--- src/rtl/uart_brg_pkg.sv ---
package uart_brg_pkg;
    typedef enum logic [1:0] {
        SRC_DIV1 = 2'd0,
        SRC_DIVA = 2'd1,
        SRC_DIVB = 2'd2,
        SRC_EXT  = 2'd3
    } brg_src_e;
endpackage

--- src/rtl/uart_brg_presc.sv ---
// Count-source selection: prescale taps and synchronised external edges,
// all delivered as single-cycle enables.
module uart_brg_presc
    import uart_brg_pkg::*;
#(
    parameter int PRE_A = 8,
    parameter int PRE_B = 32
) (
    input  logic     clk,
    input  logic     rst_n,
    input  logic     enable,
    input  brg_src_e sel,
    input  logic     ext_clk,
    output logic     src_en
);
    localparam int PA_W = $clog2(PRE_A);
    localparam int PB_W = $clog2(PRE_B);

    typedef struct packed {
        logic [PB_W-1:0] cnt;
        logic [2:0]      sync;
    } presc_s;

    presc_s d, q;
    logic   tap_a, tap_b, ext_edge;

    always_comb begin
        d      = q;
        d.sync = {q.sync[1:0], ext_clk};
        d.cnt  = enable ? q.cnt + 1'b1 : '0;
    end

    always_comb begin
        tap_a    = (q.cnt[PA_W-1:0] == {PA_W{1'b1}});
        tap_b    = (q.cnt == {PB_W{1'b1}});
        ext_edge = q.sync[1] & ~q.sync[2];
        unique case (sel)
            SRC_DIV1: src_en = enable;
            SRC_DIVA: src_en = enable & tap_a;
            SRC_DIVB: src_en = enable & tap_b;
            SRC_EXT:  src_en = enable & ext_edge;
            default:  src_en = 1'b0;
        endcase
    end

    always_ff @(posedge clk or negedge rst_n) begin
        if (!rst_n) q <= '0;
        else        q <= d;
    end

    // a synchronised edge lasts one cycle, so no edge follows a counted one
    a_r5_ext_edge_single: assert property (@(posedge clk) disable iff (!rst_n)
        (src_en && sel == SRC_EXT) |=> !ext_edge);
endmodule

--- src/rtl/uart_brg_reload.sv ---
// Reload down-counter holding divisor n; emits the oversampling strobe.
module uart_brg_reload #(
    parameter int CNT_W = 8
) (
    input  logic             clk,
    input  logic             rst_n,
    input  logic             enable,
    input  logic             src_en,
    input  logic             wr,
    input  logic [CNT_W-1:0] wdata,
    output logic             tick16
);
    typedef struct packed {
        logic [CNT_W-1:0] cnt;
        logic [CNT_W-1:0] n;
        logic             tick;
    } rld_s;

    rld_s d, q;

    always_comb begin
        d      = q;
        d.tick = 1'b0;
        if (wr) d.n = wdata;
        if (!enable) begin
            d.cnt = wr ? wdata : q.n;
        end else if (src_en) begin
            if (q.cnt == '0) begin
                d.cnt  = q.n;
                d.tick = 1'b1;
            end else begin
                d.cnt = q.cnt - 1'b1;
            end
        end
    end

    always_ff @(posedge clk or negedge rst_n) begin
        if (!rst_n) q <= '0;
        else        q <= d;
    end

    assign tick16 = q.tick;

    // an idle write lands in the counter at the next edge
    a_r8_idle_load: assert property (@(posedge clk) disable iff (!rst_n)
        (!enable && wr) |=> (q.cnt == $past(wdata)));
    // no strobe follows a cycle spent disabled
    a_r6_quiet_when_off: assert property (@(posedge clk) disable iff (!rst_n)
        !enable |=> !tick16);
    // an underflow reloads the divisor held before any same-cycle write
    a_r7_reload_old_n: assert property (@(posedge clk) disable iff (!rst_n)
        (enable && src_en && q.cnt == '0) |=> (q.cnt == $past(q.n)));
endmodule

--- src/rtl/uart_brg_bitdiv.sv ---
// Divide the oversampling strobe down to the bit strobe.
module uart_brg_bitdiv #(
    parameter int OVS = 16
) (
    input  logic clk,
    input  logic rst_n,
    input  logic enable,
    input  logic tick16,
    output logic tick1
);
    localparam int OVS_W = $clog2(OVS);

    typedef struct packed {
        logic [OVS_W-1:0] cnt;
    } bdiv_s;

    bdiv_s d, q;

    always_comb begin
        d = q;
        if (!enable)     d.cnt = '0;
        else if (tick16) d.cnt = q.cnt + 1'b1;
    end

    always_ff @(posedge clk or negedge rst_n) begin
        if (!rst_n) q <= '0;
        else        q <= d;
    end

    assign tick1 = enable & tick16 & (q.cnt == OVS_W'(OVS - 1));

    // the bit strobe is never high on two cycles in a row
    a_r9_tick1_single: assert property (@(posedge clk) disable iff (!rst_n)
        tick1 |=> !tick1);
endmodule

--- src/rtl/uart_baud_gen.sv ---
module uart_baud_gen
    import uart_brg_pkg::*;
#(
    parameter int CNT_W = 8,
    parameter int OVS   = 16,
    parameter int PRE_A = 8,
    parameter int PRE_B = 32
) (
    input  logic             clk,
    input  logic             rst_n,
    input  logic             enable,
    input  logic [1:0]       src_sel,
    input  logic             div_wr,
    input  logic [CNT_W-1:0] div_val,
    input  logic             ext_clk,
    output logic             tick16,
    output logic             tick1
);
    logic     src_en;
    brg_src_e sel;

    assign sel = brg_src_e'(src_sel);

    uart_brg_presc #(.PRE_A(PRE_A), .PRE_B(PRE_B)) u_presc (
        .clk(clk), .rst_n(rst_n), .enable(enable), .sel(sel),
        .ext_clk(ext_clk), .src_en(src_en)
    );

    uart_brg_reload #(.CNT_W(CNT_W)) u_reload (
        .clk(clk), .rst_n(rst_n), .enable(enable), .src_en(src_en),
        .wr(div_wr), .wdata(div_val), .tick16(tick16)
    );

    uart_brg_bitdiv #(.OVS(OVS)) u_bitdiv (
        .clk(clk), .rst_n(rst_n), .enable(enable),
        .tick16(tick16), .tick1(tick1)
    );

    // a bit strobe only ever coincides with an oversampling strobe
    a_r4_tick1_on_tick16: assert property (@(posedge clk) disable iff (!rst_n)
        tick1 |-> tick16);
endmodule

--- config.mk ---
export PLATFORM = sky130hd
export DESIGN_NAME = uart_baud_gen
export DESIGN_NICKNAME = d
export VERILOG_FILES = /design/src/rtl/uart_brg_pkg.sv /design/src/rtl/uart_brg_presc.sv /design/src/rtl/uart_brg_reload.sv /design/src/rtl/uart_brg_bitdiv.sv /design/src/rtl/uart_baud_gen.sv
export SDC_FILE = /design/constraint.sdc
export NUM_CORES = 1
export LEC_CHECK = 0
export ABC_AREA = 1
export BUFFER_PORTS_ARGS = -buffer_cell sky130_fd_sc_hd__clkbuf_2
export CORE_MARGIN = 10
export CORE_UTILIZATION = 50
export CTS_CLUSTER_DIAMETER = 100
export DETAILED_ROUTE_END_ITERATION = 8
export PLACE_DENSITY_LB_ADDON = 0.08
export SLEW_MARGIN = 15
export SYNTH_ARGS = -nofsm -noshare
export SYNTH_HDL_FRONTEND = slang
export SYNTH_SLANG_ARGS = --single-unit
--- constraint.sdc ---
create_clock -name clk -period 2.66 [get_ports clk]
set_input_delay 0.133 -clock clk [delete_from_list [all_inputs] [get_ports clk]]
set_output_delay 0.133 -clock clk [all_outputs]
set_load 0.05 [all_outputs]
==> flow_summary.toml, run 1 <==
[outcome]
status = "complete, no violations"

[die]
die_h_um = 75.8
io_pins = 17
start_util_pct = 51.5
die_area_um2 = 5750
num_rows = 20
die_w_um = 75.8
core_area_um2 = 3030

[logic_synthesis]
yosysWarningCount = 0
synthesis.area_um2 = 1560
synth_xor_xnor_area_share_pct = 1.12
yosysSeqAreaShare_pct = 46.5
synthDistinctLibCells = 19
synth_compound_area_share_pct = 4.33
synth_top_family_by_area = "simple AND/OR/NAND/NOR gates"
synthAdderAreaFrac_pct = 4.82
syn_inst = 212
synth_simple_gate_area_share_pct = 34.6
ys_ff_latch = 29
synthMuxAreaShare_pct = 0
synthesis.nets = 233
synth.avg_cell_area_um2 = 7.35

[route]
vias = 1355
top_layer = "met4"
post-route-drc-count = 0
dr.pass1.iters = 4
dr_wl_met3_um = 131
wl_met2_mm = 1.80
drt_iter0_drc = 64
drt_wl_total_mm = 3.43
routedWlPerCell_um = 12.3
final_antenna_net_count = 0
routedLengthMet1_mm = 1.47
drt-vias-per-instance = 4.87

[power]
powerDensity_nw_per_um2 = 567
max-vdd-ir-drop_uv = 351
p_leak_nw = 1.00

[worst_setup_path]
critPathCaptureType = "register"
cp-start-kind = "register"
arrival_ps = 2030
critical_path.max_fanout = 5
critical_path_class = "reg -> reg"
r2r_setup_slack_ps = 840
critPathRequiredTime_ps = 2870

[layout]
finalNonFillerCells = 278
syn2layout_area_growth_pct = 11.4
diodes = 0
fin_util_pct = 57.4
layout-drive-gt1-share_pct = 12.4
mostFrequentLayoutCells = "nand2_1, nor2_1, dfrtp_1"
final_common_cell = "nand2_1"
nets = 254

[clocking]
clockRootBuffer = "clkbuf_4"
numCtsBuffers = 5
cts_tree = "yes"
clk_latency_ps = 330
clockBufferDepth = 2
path_clk_slew_ps = 90
h-tree-depth = 2
cts.sinks = 29

[global_routing]
grt_use_total_pct = 13.7
grt-ovfl-total = 0
grt_pass1_wl_mm = 6.00
grt_pass1_vias = 1336
antenna_found_initial = 0
grt_max_degree = 30

[timing]
worst_pin_slew_ps = 723
post-route-min-period_ps = 1820
fin_ws_ps = 840
fin_worst_skew_ps = 8.83
relSlewSlack_pct = 51.8
hold_viol = 0
timing.fmax_ghz = 0.549
setup_violations = 0
maxSlewViolCount = 0
hold_ws_ps = 27.9
finalCritPeriodShare_pct = 68.4
setup_tns_ps = 0
rsz0062_at_grt = "no"

[flow_run]
maxCapViolCount = 0

[hold_path]
hold_class = "in -> reg"

[placed_design]
placed_cells = 268
hpwlAfterDp_mm = 2.65
post-place-ws_ps = 839
gp_congestion = 0.828
portBuffers = 16
cells by family after synthesis:
| family | after synthesis |
|---|---|
| simple gates | 130 |
| buf+inv | 32 |
| flops | 29 |
| compound gates | 13 |
| fa+ha+maj | 6 |
| xor+xnor | 2 |
cell usage after synthesis:
cell type   n  share of area, %
a21boi_0    1              0.48
a21oi_1     8               2.6
and3_1      1              0.40
buf_2       2              0.64
buf_4       1              0.48
buf_6       1              0.72
dfrtp_1    29                47
ha_1        6               4.8
inv_1      27               6.5
inv_2       1              0.24
nand2_1    71                17
nand2_2     2              0.80
nand3_1    19               6.1
nand4_1     5               2.0
nor2_1     29               7.0
nor2_2      2              0.80
o21ai_0     4               1.3
or2_2       1              0.40
xor2_1      2               1.1
registers in the layout, indices dropped and copies added, names as in the netlist:
signal and count:
u_presc.d 2, u_bitdiv.q 4, u_reload.tick16 1, u_reload.q 16, u_presc.q 6
layer usage:
layer / GRT usage (%) / up-vias
met2: 23.9 / 17
li1: - / 706
met1: 15.6 / 625
met5: 0 / -
met3: 4.30 / 7
met4: 4.54 / 0
final timing paths:
path | start | endpoint | depth (start not counted)
max in group asynchronous | rst_n | u_presc.q[7] | 2
min in group asynchronous | rst_n | u_reload.q[4] | 2
worst max-delay path | u_presc.q[3] | u_reload.q[10] | 11
worst min-delay path | div_val[7] | u_reload.q[8] | 3
worst max register to register | u_presc.q[3] | u_reload.q[10] | 11
worst min register to register | u_presc.d[1] | u_presc.d[2] | 0
final cells by class:
cell class                 count  area (um^2)
fill                         291         1290
sequential                    29          726
multi-input combinational    151          699
inverter                      28          105
timing repair buffer          18          100
tap                           44         55.1
clock buffer                   6         41.3
clock inverter                 2         10.0
what timing repair did:
action	CTS	global route
gates resized for setup	0	0
hold buffers	2	0
buffers inserted	0	0
hold endpoints to repair	30	0
critical path, stage by stage, from the launching register on:
cell and delay [ps]:
dfrtp_1 400, ha_1 210, and3_1 190, ha_1 180
inv_1 50, nand2_1 40, nand2_1 130, nand3_1 90
nand2_1 160, inv_1 120, nand2_1 80, nand3_1 70
power breakdown:
part | internal (mW) | switching [mW] | total [mW]
clock | 0.100 | 0.147 | 0.248
sequential | 0.482 | 0.0365 | 0.518
combinational | 0.0788 | 0.140 | 0.219
total | 0.661 | 0.324 | 0.985
stage by stage:
stage	cell area, um^2	power [mW]
floorplan	1560	0.679
global placement	1670	0.731
detailed placement	1670	0.744
CTS	1740	1.00
global route	1740	1.06
finish	1740	0.985
(Power assumes the default switching activity.)
==> run 2, diff against run 1 <==
==> constraint.sdc (replaced) <==
create_clock -name clk -period 1.61 [get_ports clk]
set_input_delay 0.0805 -clock clk [delete_from_list [all_inputs] [get_ports clk]]
set_output_delay 0.0805 -clock clk [all_outputs]
set_load 0.05 [all_outputs]
==> run 2 against run 1 <==
  * Via count rose by 4.2%
  * Maximum frequency rose by 14%
  * Combinational power rose by 81%
  * Sequential power rose by 66%
  * Die area did not move
  * Core utilization rose by 5.2 points
  * Flip-flop and latch count did not move
  * First-iteration DRC count rose by 69%
  * Cell area rose by 9.0%
  * Sequential share of layout area fell by 3.5 points
  * Largest power group unchanged
==> flow_summary.toml, run 2 (synthesized netlist as in run 1, its figures left out) <==
[worst_setup_path]
crit_family = "simple AND/OR/NAND/NOR gates"
arrival_ps = 1870
r2r_setup_slack_ps = 10
critical_path.max_fanout = 5
r2r-end = "u_reload.q[12]"
reg2reg_depth = 10
timing.rr.start = "u_presc.q[3]"
critPathRequiredTime_ps = 1890
critPathCaptureType = "register"
critical_path_class = "reg -> reg"
cp_slowest_cell = "dfrtp_1"
path_cells = "ha_2, and3_4, ha_4, inv_2, nand2_2, nand2_2, nand4_1, nor2_1, nor2_1, nand2_1"
path_buf_inv = 1
slowest_delay_ps = 400
cp-start-kind = "register"

[timing]
relSlewSlack_pct = 52.6
post-route-min-period_ps = 1600
finalCritPeriodShare_pct = 99.1
setup_violations = 0
worst_pin_slew_ps = 711
timing.fmax_ghz = 0.627
maxSlewViolCount = 0
fin_worst_skew_ps = 15.4
hold_viol = 0
setup_tns_ps = 0
rsz0062_at_grt = "yes"

[placed_design]
placed_cells = 272
gp_congestion = 0.830
place_area_um2 = 1700
portBuffers = 16
hpwlAfterDp_mm = 2.64

[route]
vias = 1412
drt-vias-per-instance = 4.85
drt_iter0_drc = 108
post-route-drc-count = 0
dr.pass1.iters = 4
routedWlPerCell_um = 12.3
final_antenna_net_count = 0
drt_wl_total_mm = 3.59

[clocking]
cts_tree = "yes"
cts.sinks = 29
h-tree-depth = 2
clk_latency_ps = 340
clockBufferDepth = 2
numCtsBuffers = 5
path_clk_slew_ps = 90
clockRootBuffer = "clkbuf_4"

[hold_path]
min_path_cells = 3
hold_end = "u_reload.q[2]"
min-delay-start = "div_wr"
hold_class = "in -> reg"

[layout]
layout-drive-gt1-share_pct = 17.0
nets = 268
regMostFlops = "u_reload.q"
fin_util_pct = 62.5
reg_top3 = "u_reload.q: 16 flops, u_presc.q: 6 flops, u_bitdiv.q: 4 flops"
syn2layout_area_growth_pct = 21.4
diodes = 0
finalNonFillerCells = 291
fin_area_um2 = 1890
final_common_cell = "nand2_1"
largest_reg_flops = 16
mostFrequentLayoutCells = "nand2_1, nor2_1, dfrtp_1"

[power]
p_leak_nw = 1.06
max-vdd-ir-drop_uv = 577
powerDensity_nw_per_um2 = 898

[global_routing]
antenna_found_initial = 0
grt_pass1_vias = 1386
grt_use_total_pct = 14.4
grt_max_degree = 30
grt_pass1_wl_mm = 6.23
grt-ovfl-total = 0

[die]
die_w_um = 75.8
core_area_um2 = 3030
die_h_um = 75.8
start_util_pct = 51.5
die_area_um2 = 5750
num_rows = 20
io_pins = 17

[flow_run]
maxCapViolCount = 0

[outcome]
status = "complete, no violations"
-- run 2: cell types whose count changed in the layout (fill, tap and decap cells not counted), moves of 2 or more --
cell,before,now
buf_4,0,6
clkinv_2,2,0
dlygate4sd3_1,2,10
ha_1,6,4
inv_1,27,25
inv_2,1,3
nand2_1,71,68
nand2_2,2,5
-- run 2: worst min-delay path, stage by stage --
cell      delay, ps
clkbuf_2        170
nand2_1          90
nand2_1          60
-- run 2: layout make-up --
type,count,area (um^2)
fill,279,1130
sequential,29,726
tap,44,55.1
multi-input combinational,151,727
clock buffer,7,55.1
timing repair buffer,32,225
inverter,28,105
-- run 2: repair_timing --
item / in CTS / in global routing
hold buffers: 10 / 0
endpoints found under the hold margin: 38 / 0
endpoints found under the setup margin: 8 / 8
pin swaps: 6 / 9
resized for setup: 8 / 1
setup buffers: 0 / 2
-- run 2: worst max path at each step --
stage	from	end	cells past startpoint
floorplan	u_presc.q[3]	u_reload.q[11]	11
global placement	u_presc.q[3]	u_reload.q[10]	11
detailed placement	u_presc.q[3]	u_reload.q[11]	11
CTS	u_presc.q[4]	u_reload.q[12]	10
global route	u_presc.q[3]	u_reload.q[14]	10
finish	u_presc.q[3]	u_reload.q[12]	10
-- run 2: layer usage --
metal	up-vias	track usage, %	wire length [um]
met5	-	0	0
met4	0	6.39	85
met3	11	4.43	136
met2	25	24.2	1820
met1	643	16.4	1550
li1	733	-	-
-- run 2: through the flow --
step,hold slack [ps],worst slack (ps),total power [mW]
after floorplan,-215,3.81,1.12
after global placement,164,-46.4,1.22
after detailed placement,164,-103,1.24
after CTS,87.0,-40.6,1.71
after global routing,109,-110,1.82
final,106,13.9,1.70
-- run 2: report_power, final --
part / switching [mW] / internal (mW)
registers: 0.0627 / 0.796
logic: 0.241 / 0.154
clock network: 0.241 / 0.206
total: 0.545 / 1.16
==> run 3, diff against run 2 <==
--- a/config.mk
+++ b/config.mk
@@ -7,11 +7,13 @@
 export LEC_CHECK = 0
 export ABC_AREA = 1
 export BUFFER_PORTS_ARGS = -buffer_cell sky130_fd_sc_hd__clkbuf_2
+export CAP_MARGIN = 25
 export CORE_MARGIN = 10
 export CORE_UTILIZATION = 50
 export CTS_CLUSTER_DIAMETER = 100
 export DETAILED_ROUTE_END_ITERATION = 8
 export PLACE_DENSITY_LB_ADDON = 0.08
+export SETUP_SLACK_MARGIN = 0.5
 export SLEW_MARGIN = 15
 export SYNTH_ARGS = -nofsm -noshare
 export SYNTH_HDL_FRONTEND = slang
==> run 3 against run 2 <==
  * First-iteration DRC count down 44%
  * Core utilization is 3.3 points higher
  * Critical path depth is the same
  * Global-route usage is 0.30 points lower
  * Sequential share of layout area decreased by 1.9 points
  * Final cell count rose by 2.1%
  * Flip-flop and latch count stayed put
  * Largest power group unchanged
==> flow_summary.toml, run 3 (synthesized netlist as in run 1, its figures left out) <==
[timing]
rsz0062_at_grt = "yes"
hold_viol = 0
setup_violations = 0
relSlewSlack_pct = 53.5
maxSlewViolCount = 0
fin_worst_skew_ps = 8.88
timing.fmax_ghz = 0.631
finalCritPeriodShare_pct = 98.4
worst_pin_slew_ps = 698
fin_ws_ps = 25.3
post-route-min-period_ps = 1580

[global_routing]
grt_max_degree = 30
grt-ovfl-total = 0
grt_pass1_vias = 1441
antenna_found_initial = 0
grt_use_total_pct = 14.1
grt_pass1_wl_mm = 6.19

[route]
routedWlPerCell_um = 11.9
top_layer = "met4"
post-route-drc-count = 0
dr_wl_met3_um = 144
routedLengthMet1_mm = 1.62
drt_iter0_drc = 61
drt_wl_total_mm = 3.54
vias = 1396
dr.pass1.iters = 4
drt-vias-per-instance = 4.70
wl_met2_mm = 1.72
final_antenna_net_count = 0

[power]
p_sw_share_pct = 32.1
pwr-share-clk_pct = 26.3
powerDensity_nw_per_um2 = 881
intPower_mw = 1.19
power_switching_mw = 0.563
comb_power_share_pct = 25.1
max-vdd-ir-drop_uv = 627
seq_power_share_pct = 48.5
p_leak_nw = 1.09

[die]
die_h_um = 75.8
die_w_um = 75.8
die_area_um2 = 5750
core_area_um2 = 3030
io_pins = 17
num_rows = 20
start_util_pct = 51.5

[placed_design]
gp_congestion = 0.814
post-place-ws_ps = -19.6
hpwlAfterDp_mm = 2.50
portBuffers = 16

[clocking]
cts_tree = "yes"
clk_latency_ps = 330
clockBufferDepth = 2
path_clk_slew_ps = 100
clockRootBuffer = "clkbuf_4"
cts.sinks = 29
h-tree-depth = 2
numCtsBuffers = 5

[worst_setup_path]
critPathRequiredTime_ps = 1870
critical_path_class = "reg -> reg"
critical_path.max_fanout = 5
cp-start-kind = "register"
arrival_ps = 1850
critPathCaptureType = "register"

[layout]
syn2layout_area_growth_pct = 27.8
regMostFlops = "u_reload.q"
nets = 273
layout-drive-gt1-share_pct = 22.5
diodes = 0
final_common_cell = "nand2_1"
mostFrequentLayoutCells = "nand2_1, dfrtp_1, nor2_1"
reg_top3 = "u_reload.q: 16 flops, u_presc.q: 6 flops, u_bitdiv.q: 4 flops"
largest_reg_flops = 16
fin_util_pct = 65.8

[flow_run]
maxCapViolCount = 0

[outcome]
status = "complete, no violations"

[hold_path]
hold_class = "in -> reg"
-- run 3: area by class of cell --
class,instances,area (um^2)
Clock buffer,8,58.8
Timing Repair Buffer,36,275
Tap cell,44,55.1
Sequential cell,29,727
Inverter,28,105
Fill cell,254,1030
Multi-Input combinational cell,152,772
-- run 3: final timing paths --
| path | start | to | slack (ps) | depth (start not counted) |
|---|---|---|---|---|
| hold / removal | div_wr | u_reload.q[6] | 90 | 3 |
| max in group asynchronous | rst_n | u_reload.tick16 | 810 | 2 |
| setup / recovery | u_presc.q[3] | u_reload.q[13] | 30 | 10 |
| hold reg to reg | u_presc.d[1] | u_presc.d[2] | 360 | 0 |
| setup reg to reg | u_presc.q[3] | u_reload.q[13] | 30 | 10 |
| min in group asynchronous | rst_n | u_reload.q[12] | 320 | 2 |
-- run 3: repair_timing --
action                                  CTS  global route
pin swaps                                11             3
gates resized for setup                   7            12
buffers inserted                          6             4
hold buffers                             10             0
endpoints found under the setup margin   12            14
cloned                                    0             1
hold endpoints to repair                 38             0
-- run 3: power by group through the flow --
stage | sequential (mW) | clock, mW | combinational [mW]
global route | 0.863 | 0.511 | 0.503
global placement | 0.866 | 0 | 0.344
detailed placement | 0.868 | 0 | 0.360
finish | 0.852 | 0.462 | 0.441
CTS | 0.849 | 0.473 | 0.416
floorplan | 0.855 | 0 | 0.270
-- run 3: critical path, cell delays in order (launching register included) --
cell     delay [ps]
dfrtp_1         390
ha_2            190
and3_4          150
ha_4            150
inv_2            40
nand2_2          50
nand2_4          70
nand4_1         190
nor2_1          170
nor2_1           60
nand2_1          70
-- run 3: metal layers --
layer | global-route usage [%] | vias to the layer above
li1 | - | 736
met1 | 16.3 | 630
met2 | 24.1 | 24
met3 | 4.17 | 6
met4 | 4.95 | 0
met5 | 0 | -
-- run 3: through the flow --
| stage | area (um^2) | hold slack [ps] | total power [mW] | std cells | TNS, ps |
|---|---|---|---|---|---|
| after floorplan | 1600 | -215 | 1.12 | 212 | 0 |
| after global placement | 1700 | 160 | 1.21 | 268 | 0 |
| after detailed placement | 1700 | 167 | 1.23 | 268 | -24.4 |
| after CTS | 1930 | 79.3 | 1.74 | 292 | 0 |
| after global routing | 1990 | 89.5 | 1.88 | 297 | -294 |
| final | 1990 | 90.2 | 1.76 | 297 | 0 |
